File: src/rtl/vnic_pkg.sv
package vnic_pkg;
  localparam int NSRC   = 6;
  localparam int NEXT   = 3;
  localparam int LVL_W  = 2;
  localparam int VEC_W  = 4;
  localparam int IDX_W  = $clog2(NSRC);
  localparam int KEY_W  = 1 + LVL_W + VEC_W;
  localparam int LVLS_W = NEXT * LVL_W;

  typedef logic [KEY_W-1:0] key_t;

  // source index -> vector number
  function automatic logic [VEC_W-1:0] src_vec(input int unsigned idx);
    case (idx)
      0:       src_vec = VEC_W'(2);
      1:       src_vec = VEC_W'(3);
      2:       src_vec = VEC_W'(4);
      3:       src_vec = VEC_W'(8);
      4:       src_vec = VEC_W'(9);
      default: src_vec = VEC_W'(10);
    endcase
  endfunction
endpackage

File: src/rtl/vnic_arbiter.sv
module vnic_arbiter
  import vnic_pkg::*;
(
  input  logic [NSRC-1:0]   cand,
  input  logic [LVLS_W-1:0] levels,
  output logic              win_valid,
  output logic [IDX_W-1:0]  win_idx,
  output key_t              win_key,
  output logic [VEC_W-1:0]  win_vec
);
  key_t key [NSRC];

  // key = {external, level, inverted vector}; larger key wins
  for (genvar g = 0; g < NSRC; g++) begin : g_key
    if (g < NEXT) begin : g_ext
      assign key[g] = {1'b1, levels[g*LVL_W +: LVL_W],
                       VEC_W'(VEC_W'(15) - src_vec(g))};
    end else begin : g_trap
      assign key[g] = {1'b0, {LVL_W{1'b0}},
                       VEC_W'(VEC_W'(15) - src_vec(g))};
    end
  end

  always_comb begin
    win_valid = 1'b0;
    win_idx   = '0;
    win_key   = '0;
    win_vec   = '0;
    for (int i = 0; i < NSRC; i++) begin
      if (cand[i] && (key[i] > win_key)) begin
        win_valid = 1'b1;
        win_idx   = IDX_W'(i);
        win_key   = key[i];
        win_vec   = src_vec(i);
      end
    end
  end
endmodule

File: src/rtl/vnic_stack.sv
module vnic_stack #(
  parameter int DEPTH = 6,
  parameter int W     = 43,
  localparam int CW   = $clog2(DEPTH + 1)
) (
  input  logic          clk,
  input  logic          rst_n,
  input  logic          push,
  input  logic          pop,
  input  logic [W-1:0]  din,
  output logic [W-1:0]  dout,
  output logic [CW-1:0] cnt,
  output logic          full,
  output logic          empty
);
  logic [W-1:0]  mem_q [DEPTH];
  logic [W-1:0]  mem_d [DEPTH];
  logic [CW-1:0] cnt_q, cnt_d;

  assign full  = (cnt_q == CW'(DEPTH));
  assign empty = (cnt_q == '0);
  assign cnt   = cnt_q;

  always_comb begin
    mem_d = mem_q;
    cnt_d = cnt_q;
    if (push && !full) begin
      for (int i = 0; i < DEPTH; i++)
        if (cnt_q == CW'(i)) mem_d[i] = din;
      cnt_d = cnt_q + CW'(1);
    end else if (pop && !empty) begin
      cnt_d = cnt_q - CW'(1);
    end
  end

  always_comb begin
    dout = '0;
    for (int i = 0; i < DEPTH; i++)
      if (cnt_q == CW'(i + 1)) dout = mem_q[i];
  end

  always_ff @(posedge clk or negedge rst_n) begin
    if (!rst_n) begin
      cnt_q <= '0;
      for (int i = 0; i < DEPTH; i++) mem_q[i] <= '0;
    end else begin
      cnt_q <= cnt_d;
      for (int i = 0; i < DEPTH; i++) mem_q[i] <= mem_d[i];
    end
  end
endmodule

File: src/rtl/vnic_regs.sv
module vnic_regs
  import vnic_pkg::*;
(
  input  logic              clk,
  input  logic              rst_n,
  input  logic              wr,
  input  logic [1:0]        addr,
  input  logic [LVLS_W-1:0] wdata,
  input  logic [31:0]       status,
  input  logic [31:0]       epc,
  output logic [LVLS_W-1:0] levels,
  output logic [31:0]       rdata
);
  logic [LVLS_W-1:0] lvl_q, lvl_d;
  logic [31:0]       rd_q, rd_d;

  assign levels = lvl_q;
  assign rdata  = rd_q;

  always_comb begin
    lvl_d = (wr && addr == 2'd0) ? wdata : lvl_q;
    case (addr)
      2'd0:    rd_d = {{(32-LVLS_W){1'b0}}, lvl_q};
      2'd1:    rd_d = status;
      2'd2:    rd_d = epc;
      default: rd_d = '0;
    endcase
  end

  always_ff @(posedge clk or negedge rst_n) begin
    if (!rst_n) begin
      lvl_q <= '0;
      rd_q  <= '0;
    end else begin
      lvl_q <= lvl_d;
      rd_q  <= rd_d;
    end
  end
endmodule

File: src/rtl/vnic_top.sv
module vnic_top
  import vnic_pkg::*;
#(
  parameter int          DEPTH     = 6,
  parameter logic [31:0] VEC_BASE  = 32'h8000_0000,
  parameter int          VEC_SHIFT = 4
) (
  input  logic              clk,
  input  logic              rst_n,
  input  logic [NEXT-1:0]   irq_in,
  input  logic [NSRC-NEXT-1:0] trap_in,
  input  logic [31:0]       pc_in,
  input  logic              eret_in,
  input  logic              reg_wr,
  input  logic [1:0]        reg_addr,
  input  logic [LVLS_W-1:0] reg_wdata,
  output logic [31:0]       reg_rdata,
  output logic              redirect_o,
  output logic [31:0]       redirect_pc_o,
  output logic [VEC_W-1:0]  active_vec_o
);
  localparam int SW = 32 + KEY_W + VEC_W;
  localparam int CW = $clog2(DEPTH + 1);

  logic [NSRC-1:0]   pend_q, pend_d, cand, acc_mask;
  key_t              cur_key_q, cur_key_d;
  logic [VEC_W-1:0]  cur_vec_q, cur_vec_d;
  logic              redir_q, redir_d;
  logic [31:0]       redir_pc_q, redir_pc_d;
  logic [LVLS_W-1:0] levels;
  logic              win_valid;
  logic [IDX_W-1:0]  win_idx;
  key_t              win_key;
  logic [VEC_W-1:0]  win_vec;
  logic              accept, do_pop, full, empty;
  logic [SW-1:0]     top_ent;
  logic [31:0]       top_pc;
  key_t              top_key;
  logic [VEC_W-1:0]  top_vec;
  logic [CW-1:0]     depth;
  logic [31:0]       status;

  assign cand = pend_q | {trap_in, irq_in};

  vnic_arbiter arb_i (
    .cand(cand), .levels(levels), .win_valid(win_valid),
    .win_idx(win_idx), .win_key(win_key), .win_vec(win_vec)
  );

  assign do_pop = eret_in && !empty;
  assign accept = win_valid && (win_key > cur_key_q) && !full && !eret_in;
  assign acc_mask = accept ? (NSRC'(1) << win_idx) : '0;

  vnic_stack #(.DEPTH(DEPTH), .W(SW)) stk_i (
    .clk(clk), .rst_n(rst_n), .push(accept), .pop(do_pop),
    .din({pc_in, cur_key_q, cur_vec_q}), .dout(top_ent),
    .cnt(depth), .full(full), .empty(empty)
  );
  assign {top_pc, top_key, top_vec} = top_ent;

  assign status = {{(32-8-NSRC){1'b0}}, pend_q, {(8-VEC_W){1'b0}}, cur_vec_q};

  vnic_regs regs_i (
    .clk(clk), .rst_n(rst_n), .wr(reg_wr), .addr(reg_addr),
    .wdata(reg_wdata), .status(status), .epc(top_pc),
    .levels(levels), .rdata(reg_rdata)
  );

  always_comb begin
    pend_d     = cand & ~acc_mask;
    cur_key_d  = cur_key_q;
    cur_vec_d  = cur_vec_q;
    redir_d    = 1'b0;
    redir_pc_d = redir_pc_q;
    if (accept) begin
      cur_key_d  = win_key;
      cur_vec_d  = win_vec;
      redir_d    = 1'b1;
      redir_pc_d = VEC_BASE + ({{(32-VEC_W){1'b0}}, win_vec} << VEC_SHIFT);
    end else if (do_pop) begin
      cur_key_d  = top_key;
      cur_vec_d  = top_vec;
      redir_d    = 1'b1;
      redir_pc_d = top_pc;
    end
  end

  always_ff @(posedge clk or negedge rst_n) begin
    if (!rst_n) begin
      pend_q     <= '0;
      cur_key_q  <= '0;
      cur_vec_q  <= '0;
      redir_q    <= 1'b0;
      redir_pc_q <= '0;
    end else begin
      pend_q     <= pend_d;
      cur_key_q  <= cur_key_d;
      cur_vec_q  <= cur_vec_d;
      redir_q    <= redir_d;
      redir_pc_q <= redir_pc_d;
    end
  end

  assign redirect_o    = redir_q;
  assign redirect_pc_o = redir_pc_q;
  assign active_vec_o  = cur_vec_q;
endmodule

File: config.mk
export PLATFORM = sky130hd
export DESIGN_NAME = vnic_top
export DESIGN_NICKNAME = d
export VERILOG_FILES = /design/src/rtl/vnic_pkg.sv /design/src/rtl/vnic_arbiter.sv /design/src/rtl/vnic_stack.sv /design/src/rtl/vnic_regs.sv /design/src/rtl/vnic_top.sv
export SDC_FILE = /design/constraint.sdc
export NUM_CORES = 1
export LEC_CHECK = 0
export BUFFER_PORTS_ARGS = -buffer_cell sky130_fd_sc_hd__buf_2
export CELL_PAD_IN_SITES_DETAIL_PLACEMENT = 0
export CELL_PAD_IN_SITES_GLOBAL_PLACEMENT = 1
export CORE_MARGIN = 4
export CORE_UTILIZATION = 30
export DETAILED_ROUTE_END_ITERATION = 8
export GPL_TIMING_DRIVEN = 0
export PLACE_DENSITY = 0.57
export SYNTH_ARGS = -nofsm -noshare
export SYNTH_HDL_FRONTEND = slang
export SYNTH_SLANG_ARGS = --single-unit
File: constraint.sdc
create_clock -name clk -period 10.87 [get_ports clk]
set_input_delay 3.261 -clock clk [delete_from_list [all_inputs] [get_ports clk]]
set_output_delay 3.261 -clock clk [all_outputs]
set_load 0.1 [all_outputs]
==> results.yml <==
run_status:
  status: "finished, final reports clean"
cts:
  clock_sink_count: 349
  tritoncts: "built"
  cts_root_buffer: "sky130_fd_sc_hd__clkbuf_16"
  cts.htree.levels: 2
  cts.repair.resized: 0
  post-cts-setup-buffer-count: 0
  worst_setup_hold_path_clk_slew_ps: 70
  cts-hold-fix-buffers: 0
  cts_inserted_buffers: 41
  clk_latency_ps: 580
  max-clock-path-buffers: 3
timing:
  drv_slew: 0
  max_slew_margin_pct: 24.17
  rsz0062_at_grt: "false"
  fmax_ghz: 0.1170
  layout_min_cycle_time_ps: 8549
  timing_hold_violations_final: 0
  total_setup_violations_reported_at_the_end_of_the_flow: 0
  fin_crit_sh_pct: 78.65
  worst-slew-pin-transition_ps: 1137
  finalClockSkew_ps: 21.19
  finalWorstSetupSlack_ps: 2321
setup_path:
  timing.critical_path.from_type: "primary input"
  r2r-start: "pend_q[0]"
  worstSetupEndpointType: "register"
  largest_fanout_of_any_net_on_the_critical_path: 10
  reg2regPathDepth: 18
  path_class: "primary input to register"
  timing.critical_path.from: "irq_in[0]"
  worstPathRequired_ps: 11290
  arrival_time_at_the_worst_endpoint_ps: 8970
global_routing:
  grt_start_max_net_pins: 117
  grt_pass1_wl_um: 84070
  globalRouteOverflowTotal: 0
  grt_antenna_before_repair: 2
  grt_util_all_layers_pct: 19.59
  first_global_vias: 12127
route:
  detailroute.wirelength.met2_um: 26570
  wire_per_inst_um: 25.64
  dr_wl_met3_um: 2735
  routed_wirelength_um: 56840
  top_layer_used: "met4"
  detail-route-antenna-nets: 0
  first_pass_iters: 6
  iter_0_drt_violations: 785
  drt-vias-per-instance: 5.350
  detail_route.wirelength.met1_um: 26610
  vias_after_detailed_routing: 11862
  detail_route.drc_violations: 0
worst_hold_path:
  worst_hold_startpoint: "stk_i.mem_q[120]"
  worstHoldPathType: "register to register"
  min_delay_path_depth: 1
die:
  die_width_um: 240.0
  row_count: 84
  die_h_um: 240.0
  fp.dieArea_um2: 57600
  total_core_area_um2: 52970
  initial_core_util_pct: 30.48
  num_io_pins: 119
pwr:
  total_power_density_per_cell_area_nw_per_um2: 349.3
  power.share.combinational_pct: 45.4
  internal_power_mw: 3.736
  clock_power_share_pct: 21.1
  finalPower_mw: 6.659
  p_seq_share_pct: 33.5
  vdd_drop_max_mv: 0.1621
  power_switching_mw: 2.923
  sw_frac_of_total_pct: 43.90
  p_leak_nw: 8.574
synthesis:
  mappedNetlistArea_um2: 16150
  yosysTopAreaCell: "sky130_fd_sc_hd__dfrtp_1"
  synth_top_cell_area_share_pct: 54.08
  synth_enable_flop_cells: 0
  synth_fp_nets: 1397
  main_area_contributors_after_synthesis: "sky130_fd_sc_hd__dfrtp_1 (54%), sky130_fd_sc_hd__mux2_2 (15%), sky130_fd_sc_hd__mux2_4 (3.7%)"
  netlist-cell-type-count: 63
  yosysWarningCount: 0
  netlist_instances: 1330
  synth.yosys.seq_area_share_pct: 54.08
  synth-seq-cells: 349
  ys_async_sr_fraction_pct: 100.0
  avgSynthCellArea_um2: 12.14
  postSynth.topFlopCell: "sky130_fd_sc_hd__dfrtp_1"
placement:
  count_of_input_and_output_buffers: 118
  placedCellCount: 2139
  worst_slack_at_placement_ps: 1755
  place.gp.congestion: 0.8046
  dp_hpwl_um: 38870
cells_and_area:
  finish.net_count: 1561
  fillers: 5268
  drive_above_1_share_pct: 32.42
  instances_no_fill: 2217
  area.growth.synth_to_final_pct: 18.05
run:
  total_of_max_cap_violations: 0
power groups by stage:
stage	clock (mW)	combinational, mW	sequential, mW
2_1_floorplan	0	1.54	2.80
3_3_place_gp	0	2.99	2.22
3_5_place_dp	0	3.03	2.24
4_1_cts	1.44	3.03	2.22
5_1_grt	1.49	3.22	2.30
6_report	1.41	3.02	2.23
layout make-up:
class	count	area, um^2	area share (%)
inverter	18	67.56	0.3544
sequential	349	8733	45.81
tap	688	860.8	4.516
clock inverter	9	80.08	0.4201
buffer	102	501.7	2.632
antenna	2	5.005	0.02625
multi-input combinational	861	6845	35.91
timing repair buffer	121	683.2	3.584
clock buffer	67	1286	6.747
path summary, 6_finish.rpt:
check	endpoint	slack [ps]
setup / recovery	redirect_pc_o[6]	2320
hold / removal	stk_i.mem_q[120]	500
setup reg to reg	redirect_pc_o[6]	4730
hold reg to reg	stk_i.mem_q[120]	500
max in group asynchronous	stk_i.mem_q[11]	6890
min in group asynchronous	stk_i.mem_q[37]	2540
flip-flops by register name, summed over array words and instances (netlist names):
register and flops:
active_vec_o 4, stk_i.mem_q 258, stk_i.cnt 3, regs_i.levels 6
cur_key_q 7, pend_q 6, redirect_o 1, redirect_pc_o 32
regs_i.rdata 32
through the flow:
stage	hold WS (ps)	area, um^2	TNS [ps]	utilization, %
after CTS	501.2	19060	0	35.98
after floorplan	449.2	16150	0	-
after detailed placement	487.4	17690	0	33.40
final	497.1	19060	0	35.99
after global routing	506.0	19060	0	35.98
after global placement	481.1	17600	-197460	33.22
cells in the mapped netlist, types with 16 or more instances:
cell type,count
sky130_fd_sc_hd__ha_1,17
sky130_fd_sc_hd__buf_4,16
sky130_fd_sc_hd__a221oi_1,20
sky130_fd_sc_hd__nor3_1,21
sky130_fd_sc_hd__dfrtp_1,349
sky130_fd_sc_hd__a21o_1,27
sky130_fd_sc_hd__a211oi_1,36
sky130_fd_sc_hd__a21oi_1,94
sky130_fd_sc_hd__clkbuf_1,58
sky130_fd_sc_hd__nand2_1,69
sky130_fd_sc_hd__a2111oi_0,34
sky130_fd_sc_hd__mux2_4,40
sky130_fd_sc_hd__nor2_1,83
sky130_fd_sc_hd__o21ai_0,43
sky130_fd_sc_hd__nand3b_1,29
sky130_fd_sc_hd__mux2_2,220
sky130_fd_sc_hd__buf_2,17
sky130_fd_sc_hd__inv_1,17
placed cells by master, fill, tap and decap left out, types with 8 or more instances in the layout:
cell type	instances
sky130_fd_sc_hd__dfrtp_1	349
sky130_fd_sc_hd__inv_1	17
sky130_fd_sc_hd__nand2_1	69
sky130_fd_sc_hd__o22ai_1	12
sky130_fd_sc_hd__nand3b_1	29
sky130_fd_sc_hd__nor2_1	83
sky130_fd_sc_hd__a2111oi_0	34
sky130_fd_sc_hd__clkbuf_16	43
sky130_fd_sc_hd__mux2i_1	8
sky130_fd_sc_hd__nor3_1	21
sky130_fd_sc_hd__a21o_1	27
sky130_fd_sc_hd__clkbuf_1	70
sky130_fd_sc_hd__o21ai_0	43
sky130_fd_sc_hd__clkbuf_8	12
sky130_fd_sc_hd__ha_1	17
sky130_fd_sc_hd__a211oi_1	36
sky130_fd_sc_hd__mux2_2	220
sky130_fd_sc_hd__a21oi_1	94
sky130_fd_sc_hd__buf_2	134
sky130_fd_sc_hd__mux2_4	40
sky130_fd_sc_hd__a221o_1	9
sky130_fd_sc_hd__a221oi_1	20
sky130_fd_sc_hd__buf_4	16
sky130_fd_sc_hd__a22oi_1	11
per-layer routing:
layer | global-route usage, % | vias up
met4 | 4.057 | 0
met1 | 28.07 | 6211
met5 | 0 | -
li1 | - | 5268
met2 | 31.62 | 316
met3 | 3.109 | 67
cells by family after synthesis:
logic type	Yosys count	share of synthesized area, %
and+or+nand+nor	239	7.097
DFF	349	54.08
muxes	268	19.56
xor gates and xnor gates	1	0.05425
adders and majority gates	17	1.317
AOI/OAI and AO/OA	336	14.37
buffers and inverters	120	3.525
worst max-delay path, stage by stage:
cell                        delay, ps
sky130_fd_sc_hd__buf_2            120
sky130_fd_sc_hd__or2_2            280
sky130_fd_sc_hd__clkbuf_1         170
sky130_fd_sc_hd__nand2_1          130
sky130_fd_sc_hd__ha_1             240
sky130_fd_sc_hd__a21oi_1          230
sky130_fd_sc_hd__nor2_1           120
sky130_fd_sc_hd__a2bb2oi_1        170
sky130_fd_sc_hd__ha_1             300
sky130_fd_sc_hd__a21oi_1           90
sky130_fd_sc_hd__a21oi_1          530
sky130_fd_sc_hd__mux2i_1          570
sky130_fd_sc_hd__ha_1             380
sky130_fd_sc_hd__nand3_1          100
sky130_fd_sc_hd__o21ai_2           80
sky130_fd_sc_hd__a211o_1          490
sky130_fd_sc_hd__nor2_1           690
sky130_fd_sc_hd__clkbuf_1         790
sky130_fd_sc_hd__a221oi_1         210
Power figures use the tool's default switching activity.
